<file path="config.mk">
export PLATFORM = sky130hd
export DESIGN_NAME = chan_alloc
export DESIGN_NICKNAME = d
export VERILOG_FILES = /design/src/rtl/chan_alloc_pkg.sv /design/src/rtl/chan_pick.sv /design/src/rtl/chan_bus_width.sv /design/src/rtl/chan_alloc.sv
export SDC_FILE = /design/constraint.sdc
export NUM_CORES = 1
export LEC_CHECK = 0
export BUFFER_PORTS_ARGS = -buffer_cell sky130_fd_sc_hd__buf_2
export CORE_MARGIN = 1
export CORE_UTILIZATION = 40
export CTS_CLUSTER_SIZE = 40
export DETAILED_ROUTE_END_ITERATION = 8
export PLACE_DENSITY_LB_ADDON = 0.08
export SYNTH_ARGS = -nofsm -noshare
export SYNTH_HDL_FRONTEND = slang
export SYNTH_HIERARCHICAL = 1
export SYNTH_SLANG_ARGS = --single-unit
</file>
<file path="constraint.sdc">
create_clock -name clk -period 2 [get_ports clk]
set_input_delay 0.3 -clock clk [delete_from_list [all_inputs] [get_ports clk]]
set_output_delay 0.3 -clock clk [all_outputs]
set_load 0.02 [all_outputs]
</file>
<file path="src/rtl/chan_alloc_pkg.sv">
package chan_alloc_pkg;

    typedef enum logic [1:0] {
        OP_TAKE    = 2'd0,
        OP_PREFER  = 2'd1,
        OP_RELEASE = 2'd2,
        OP_PROBE   = 2'd3
    } alloc_op_e;

    localparam int DEF_NUM_CH   = 8;
    localparam int DEF_RSV_CH   = 4;
    localparam int DEF_WIDE_MIN = 4;
    localparam int DEF_NARROW_W = 8;
    localparam int DEF_WIDE_W   = 16;

    function automatic logic op_grants(alloc_op_e op);
        return (op == OP_TAKE) || (op == OP_PREFER);
    endfunction

endpackage

</file>
<file path="src/rtl/chan_pick.sv">
module chan_pick #(
    parameter int NUM_CH = 8,
    localparam int IDX_W = $clog2(NUM_CH)
) (
    input  logic [NUM_CH-1:0] used_i,
    input  logic [NUM_CH-1:0] mask_i,
    output logic              found_o,
    output logic [IDX_W-1:0]  idx_o
);
    logic [NUM_CH-1:0] cand;

    for (genvar g = 0; g < NUM_CH; g++) begin : g_cand
        assign cand[g] = mask_i[g] & ~used_i[g];
    end

    always_comb begin
        found_o = 1'b0;
        idx_o   = '0;
        for (int i = NUM_CH - 1; i >= 0; i--) begin
            if (cand[i]) begin
                found_o = 1'b1;
                idx_o   = IDX_W'(i);
            end
        end
    end
endmodule

</file>
<file path="src/rtl/chan_bus_width.sv">
module chan_bus_width #(
    parameter int NUM_CH   = 8,
    parameter int WIDE_MIN = 4,
    parameter int NARROW_W = 8,
    parameter int WIDE_W   = 16,
    localparam int CIDX_W  = $clog2(NUM_CH) + 1,
    localparam int WW      = $clog2(WIDE_W + 1)
) (
    input  logic [CIDX_W-1:0] chan_i,
    output logic [WW-1:0]     width_o,
    output logic              err_o
);
    always_comb begin
        if (int'(chan_i) >= NUM_CH) begin
            width_o = '0;
            err_o   = 1'b1;
        end else if (int'(chan_i) >= WIDE_MIN) begin
            width_o = WW'(WIDE_W);
            err_o   = 1'b0;
        end else begin
            width_o = WW'(NARROW_W);
            err_o   = 1'b0;
        end
    end
endmodule

</file>
<file path="src/rtl/chan_alloc.sv">
module chan_alloc
    import chan_alloc_pkg::*;
#(
    parameter int NUM_CH   = DEF_NUM_CH,
    parameter int RSV_CH   = DEF_RSV_CH,
    parameter int WIDE_MIN = DEF_WIDE_MIN,
    parameter int NARROW_W = DEF_NARROW_W,
    parameter int WIDE_W   = DEF_WIDE_W,
    localparam int IDX_W   = $clog2(NUM_CH),
    localparam int CIDX_W  = IDX_W + 1,
    localparam int WW      = $clog2(WIDE_W + 1)
) (
    input  logic              clk,
    input  logic              rst,
    input  logic              cmd_valid,
    input  logic [1:0]        cmd_op,
    input  logic [CIDX_W-1:0] cmd_chan,
    input  logic [NUM_CH-1:0] cmd_mask,
    output logic              rsp_valid,
    output logic [1:0]        rsp_op,
    output logic [CIDX_W-1:0] rsp_chan,
    output logic              rsp_fail,
    output logic              rsp_busy,
    output logic [WW-1:0]     rsp_width,
    output logic              rsp_err,
    output logic [NUM_CH-1:0] usage_map
);
    localparam logic [NUM_CH-1:0] RESET_MAP = NUM_CH'(1) << RSV_CH;

    typedef struct packed {
        logic              valid;
        alloc_op_e         op;
        logic [CIDX_W-1:0] chan;
        logic              fail;
        logic              busy;
        logic [WW-1:0]     width;
        logic              err;
    } rsp_t;

    rsp_t              rsp_q, rsp_d;
    logic [NUM_CH-1:0] used_q, used_d;

    alloc_op_e        op;
    logic             idx_ok, cur_bit, pick_found;
    logic [IDX_W-1:0] idx, pick_idx;
    logic [WW-1:0]    width;
    logic             width_err;

    assign op     = alloc_op_e'(cmd_op);
    assign idx_ok = int'(cmd_chan) < NUM_CH;
    assign idx    = cmd_chan[IDX_W-1:0];
    assign cur_bit = idx_ok ? used_q[idx] : 1'b0;

    chan_pick #(.NUM_CH(NUM_CH)) u_pick (
        .used_i  (used_q),
        .mask_i  (cmd_mask),
        .found_o (pick_found),
        .idx_o   (pick_idx)
    );

    chan_bus_width #(
        .NUM_CH(NUM_CH), .WIDE_MIN(WIDE_MIN),
        .NARROW_W(NARROW_W), .WIDE_W(WIDE_W)
    ) u_width (
        .chan_i  (cmd_chan),
        .width_o (width),
        .err_o   (width_err)
    );

    always_comb begin
        logic             grant;
        logic [IDX_W-1:0] gidx;
        used_d = used_q;
        grant  = 1'b0;
        gidx   = idx;

        rsp_d       = '0;
        rsp_d.valid = cmd_valid;
        rsp_d.op    = op;
        rsp_d.busy  = cur_bit;
        rsp_d.width = width;
        rsp_d.err   = width_err;
        rsp_d.fail  = 1'b1;
        rsp_d.chan  = '1;

        if (cmd_valid) begin
            unique case (op)
                OP_TAKE: begin
                    grant = idx_ok && !cur_bit;
                end
                OP_PREFER: begin
                    if (idx_ok && !cur_bit) begin
                        grant = 1'b1;
                    end else if (pick_found) begin
                        grant = 1'b1;
                        gidx  = pick_idx;
                    end
                end
                OP_RELEASE: begin
                    if (idx_ok) begin
                        used_d[idx] = 1'b0;
                        rsp_d.fail  = 1'b0;
                        rsp_d.chan  = cmd_chan;
                    end
                end
                OP_PROBE: begin
                    if (idx_ok) begin
                        rsp_d.fail = 1'b0;
                        rsp_d.chan = cmd_chan;
                    end
                end
                default: ;
            endcase

            if (op_grants(op) && grant) begin
                used_d[gidx] = 1'b1;
                rsp_d.fail   = 1'b0;
                rsp_d.chan   = {1'b0, gidx};
            end
        end
    end

    always_ff @(posedge clk) begin
        if (rst) begin
            used_q <= RESET_MAP;
            rsp_q  <= '0;
        end else begin
            used_q <= used_d;
            rsp_q  <= rsp_d;
        end
    end

    assign rsp_valid = rsp_q.valid;
    assign rsp_op    = rsp_q.op;
    assign rsp_chan  = rsp_q.chan;
    assign rsp_fail  = rsp_q.fail;
    assign rsp_busy  = rsp_q.busy;
    assign rsp_width = rsp_q.width;
    assign rsp_err   = rsp_q.err;
    assign usage_map = used_q;
endmodule

</file>
Word-level counts from Yosys, hierarchy flattened
Index checks and enable logic that the tools add are counted.
{"block": "word_totals", "register_bits": 23, "elab_cells": 87}
{"block": "op_classes", "reduce_logical": 9, "mux": 41, "n_lt_le_gt_ge": 7, "bitwise_logic": 19, "eq_ne": 3}
{"operator": "$mux 3", "count": 12}
{"operator": "$mux 8", "count": 4}
{"operator": "$mux 5", "count": 5}
{"operator": "$mux 1", "count": 16}
{"operator": "$and 1x1->1", "count": 8}
{"operator": "$and 8x8->8", "count": 1}
{"operator": "$lt 3x4->1 const B", "count": 2}
{"operator": "$not 1->1", "count": 8}
{"operator": "$not 8->8", "count": 1}
{"operator": "$or 8x8->8", "count": 1}
{"operator": "$demux 1 s3", "count": 2}
{"operator": "$ge 3x1->1 const B", "count": 2}
{"operator": "$eq 2x2->1 const B", "count": 2}
{"operator": "$ge 4x3->1 const B", "count": 1}
{"operator": "$ge 4x4->1 const B", "count": 1}
{"operator": "$logic_and 1x1->1", "count": 4}
{"operator": "$lt 4x4->1 const B", "count": 1}
{"operator": "$reduce_or 2->1", "count": 2}
{"operator": "$bmux 1 s3", "count": 1}
{"operator": "$eq 2x1->1 const B", "count": 1}
{"operator": "$logic_not 2->1", "count": 1}
{"operator": "$pmux 1 s2", "count": 1}
{"operator": "$logic_not 1->1", "count": 1}
{"operator": "$logic_or 1x1->1", "count": 1}

Depth between registers and ports, before layout
{"block": "depth", "word_depth": 20, "depth_mapped": 8}

Hierarchy
The synthesis kept the hierarchy.
{"module": "chan_alloc", "area_per_inst_um2": 1098.6, "cells_per_inst": 114, "seq_area_each_um2": 440.4, "n_inst": 1}
{"module": "chan_pick", "area_per_inst_um2": 166.4, "cells_per_inst": 23, "seq_area_each_um2": 0.0, "n_inst": 1}
{"module": "chan_bus_width", "area_per_inst_um2": 40.0, "cells_per_inst": 7, "seq_area_each_um2": 0.0, "n_inst": 1}

Worst setup path before layout
OpenSTA, ideal clock, no wires.
{"block": "synth_path", "path_kind": "reg-to-reg", "from": "register used_q[6], in the netlist usage_map[6]", "to": "register used_q[4], in the netlist usage_map[4]", "path_buffers": 0, "t_arrival_ns": 2.083, "required_ns": 1.880, "path_slack_ns": -0.203, "period_less_slack_ns": 2.203, "setup_ns": 0.120, "stages_incl_launch_ff": 9, "cell_sequence": "dfxtp_1 -> nor2b_4 -> a2111oi_4 -> or3b_1 -> and3b_1 -> nand2_1 -> nor2_1 -> a21o_1 -> a211o_1"}
{"block": "synth_via", "elab_chain_cells": 19}
{"item": "from (decl)", "line_no": "chan_alloc.sv:41", "text": "logic [NUM_CH-1:0] used_q, used_d;"}
{"item": "from (signal assigned)", "line_no": "chan_alloc.sv:128", "text": "used_q <= used_d;"}
{"item": "$not 1->1 *", "line_no": "chan_pick.sv:13", "text": "assign cand[g] = mask_i[g] & ~used_i[g];"}
{"item": "$and 1x1->1 *", "line_no": "chan_pick.sv:13"}
{"item": "$mux 1 * (7 in series)", "line_no": "chan_pick.sv:20", "text": "if (cand[i]) begin"}
{"item": "via pick_found", "line_no": "chan_alloc.sv:44", "text": "logic idx_ok, cur_bit, pick_found;"}
{"item": "$mux 3", "line_no": "chan_alloc.sv:94", "text": "end else if (pick_found) begin"}
{"item": "$mux 3", "line_no": "chan_alloc.sv:92", "text": "if (idx_ok && !cur_bit) begin"}
{"item": "$mux 3", "line_no": "chan_alloc.sv:87", "text": "unique case (op)"}
{"item": "$mux 3", "line_no": "chan_alloc.sv:86", "text": "if (cmd_valid) begin"}
{"item": "$lt 3x4->1 (not written as such) or $ge 3x1->1 (tied branches)", "line_no": "chan_alloc.sv:116", "text": "used_d[gidx] = 1'b1;"}
{"item": "$logic_and 1x1->1 (not written as such)", "line_no": "chan_alloc.sv:116"}
{"item": "$mux 1 (not written as such)", "line_no": "chan_alloc.sv:116"}
{"item": "$demux 1 s3", "line_no": "chan_alloc.sv:116"}
{"item": "$or 8x8->8 (no line)"}
{"item": "$mux 8 *", "line_no": "chan_alloc.sv:115", "text": "if (op_grants(op) && grant) begin"}
Mark *: on every way through the listed nets, which the timed path passes. The rest lies on a longest branch. The select of a mux whose other input is x is not followed.
A chain may end at the register's enable or synchronous reset.

Final worst setup path
{"block": "layout_path", "from": "register used_q[6], in the netlist usage_map[6]", "to": "register used_q[3], in the netlist usage_map[3]"}
The elaborated chain is that of the path after synthesis.

==> results_dict.tcl <==
set metrics [dict create \
    outcome "finished with violations" \
    violations_in_the_final_reports "setup timing" \
    clkSlewWorstSetupHoldPaths_ns 0.15 \
    fill_cells 278 \
    cts_htree_levels 1 \
    synth_compound_area_frac 0.288 \
    cts_tree "built" \
    post_synth_and_or_nand_nor_area_fraction 0.245 \
    synthXorXnorAreaFrac 0 \
    avgSynthCellArea_um2 9.06 \
    number_of_global_route_vias_before_repair 1336 \
    antenna-diode-count 0 \
    worstPathRequired_ns 2.23 \
    hold_slack_ns 0.248 \
    arrival_ns 2.33 \
    slew_viol_final 0 \
    synth.area.mux_share 0.0633 \
    synth_ff_type "dfxtp_1" \
    drv.max_cap_violation_count 0 \
    synth_fa_ha_area_frac 0 \
    async_reset_ff_frac 0 \
    ios 40 \
    fp-row-count 20 \
    power_leakage_nw 0.865 \
    synth.yosys.seq_area_share 0.337 \
    timing.final.crit_period_ns 2.10 \
    crit_path_capture_type "flop" \
    clock_latency_ns 0.33 \
    pre_cts_ws_ns -0.219 \
    routed_wirelength_um 4180 \
    grt_overflow_total 0 \
    setup-tns-final_ns -0.425 \
    dp_hpwl_um 3030 \
    finalHoldViolCount 0 \
    critical_path_peak_fanout 4 \
    multiInputGateArea_um2 902 \
    fin_ws_ns -0.0984 \
    synth_top_family_by_area "compound AO/OA/AOI/OAI gates" \
    core_area_um2 3080 \
    final_antenna_net_count 0 \
    maxClockFrequency_mhz 477 \
    clk_root_buffer_cell "clkbuf_4" \
    start_util 0.424 \
    postSynthRegisterBits 22 \
    layout.area.seq_um2 454 \
    final_cells 257 \
    layout_worst_path_cycle_share 1.05 \
    dieArea_um2 3500 \
    tritoncts_num_sinks 22 \
    worst_hold_path_type "in2reg" \
    postSynthCellCount 144 \
    nets 231 \
    dr.pass1.iters 4 \
    worst-setup-path-type "reg2reg" \
    post_drt_via_cell_ratio 5.40 \
    globalplace.congestion 0.959 \
    share_of_post_route_cells_with_drive_strength_above_1 0.521 \
    postLayoutCoreUtil 0.629 \
    global_route_wire_length_before_repair_um 6430 \
    synth_edf_count 0 \
    routed-via-count 1387 \
    global_route.usage.total 0.249 \
    drc_violation_count_after_routing 0 \
    yosysWarnings 6 \
    die_width_um 59.1 \
    port-buffer-count 39 \
    drc_violation_total_after_the_first_tritonroute_iteration 55 \
    syn2layout_area_growth_pct 48.3 \
    netlist_area_um2 1310 \
    fin_skew_ns 0.00818 \
    drt-wirelength-per-cell_um 16.3 \
    die-height_um 59.1 \
    post_synth_num_cell_types 50 \
    power.ir.vdd_worst_v 0.000283 \
    cp-start-kind "flop" \
    grt_antenna_before_repair 0 \
    report.final.setup_viol 8 \
    ctsLongestPathBuffers 2 \
    cellPowerDensity_nw_per_um2 544 \
    dp.cells 249 \
    numCtsBuffers 3 \
    grt_setup_unrepaired "yes" \
    grt_max_degree 17 \
    cts-hold-fix-buffers 0 \
]
==> logic make-up (layout without fill, tap and decap cells) <==
group | count (synthesis) | count (layout)
compound gates | 43 | 43
buf+inv | 16 | 83
flops | 22 | 22
mux | 7 | 7
other cells | 1 | 3
simple gates | 55 | 55
==> worst paths after layout <==
path                                           startpoint                         to  slack, ns  cells past startpoint
worst min register to register  usage_map[0]$_SDFFE_PP0P_  usage_map[0]$_SDFFE_PP0P_       0.54                      2
worst max-delay path            usage_map[6]$_SDFFE_PP0P_  usage_map[3]$_SDFFE_PP0P_       -0.1                      8
worst min-delay path                            cmd_op[0]       rsp_op[0]$_SDFF_PP0_       0.25                      2
worst max register to register  usage_map[6]$_SDFFE_PP0P_  usage_map[3]$_SDFFE_PP0P_       -0.1                      8
==> cells in the mapped netlist, drive strengths merged (2+ instances only) <==
master   count  area, um2
nor2b       14       95.1
a31oi        3       18.8
nor2         6       22.5
nand3b       3       22.5
a211oi       2       15.0
a32o         5       51.3
clkbuf       4       15.0
dfxtp       22        440
nand3        2       10.0
buf          5       41.3
a21o         2       15.0
inv          7       26.3
and2         2       12.5
nor3         2       10.0
o211ai       8       65.1
mux2         4       52.6
o2bb2ai      2       17.5
o21ai        6       30.0
nand2       10       37.5
a21oi        4       23.8
a2bb2oi      2       23.8
nand2b       9       56.3
mux2i        3       30.0
==> metal layers <==
metal,track usage,up-vias,share of wire
met4,0.0884,0,0.024
met1,0.330,664,0.45
met2,0.422,49,0.48
met3,0.0197,9,0.045
li1,-,665,-
met5,0,-,0
==> power breakdown <==
part | total [mW] | internal [mW] | switching, mW | leakage, nW
clock | 0.313 | 0.153 | 0.160 | 0.0261
sequential | 0.461 | 0.455 | 0.00633 | 0.184
combinational | 0.278 | 0.122 | 0.157 | 0.655
==> layout by cell type, fill, tap and decap left out, types with 4 or more instances in the layout <==
cell type and instances:
a32o_1 4, nand2b_1 9, nor2b_1 11, o21ai_2 5, buf_4 31, nand2_1 8
dfxtp_1 17, nor2_1 5, inv_1 6, o211ai_1 7, buf_2 39
==> flip-flops by register name, summed over array words and instances, names as in the netlist <==
name	cells
rsp_valid	1
rsp_width	5
rsp_err	1
rsp_chan	4
usage_map	8
rsp_op	2
rsp_busy	1
==> layout make-up <==
class / count / area share
timing repair buffer: 72 / 0.233
sequential: 22 / 0.235
multi-input combinational: 108 / 0.466
tap: 44 / 0.0284
clock buffer: 4 / 0.0246
inverter: 7 / 0.0136
==> timing repair <==
| action | CTS | global route |
|---|---|---|
| pin swaps | 7 | 10 |
| setup buffers | 3 | 2 |
| gates cloned | 0 | 0 |
| endpoints found under the setup margin | 9 | 10 |
| gates resized for setup | 8 | 18 |
==> worst max-delay path, stage by stage, from the launching register on <==
cell and delay, ns:
dfxtp_4 0.38, nor2b_4 0.04, a2111oi_4 0.32, or3b_4 0.42, and3b_2 0.25, buf_4 0.17
o211ai_4 0.11, o2bb2ai_2 0.10, a32o_1 0.20
==> metrics by stage <==
stage / total power, mW / instance area (um2)
after global routing: 1.09 / 1940
after CTS: 1.03 / 1840
after global placement: 0.713 / 1740
final: 1.05 / 1940
after detailed placement: 0.715 / 1740
after floorplan: 0.616 / 1330
Note: power is estimated with default switching activity, not from simulation.
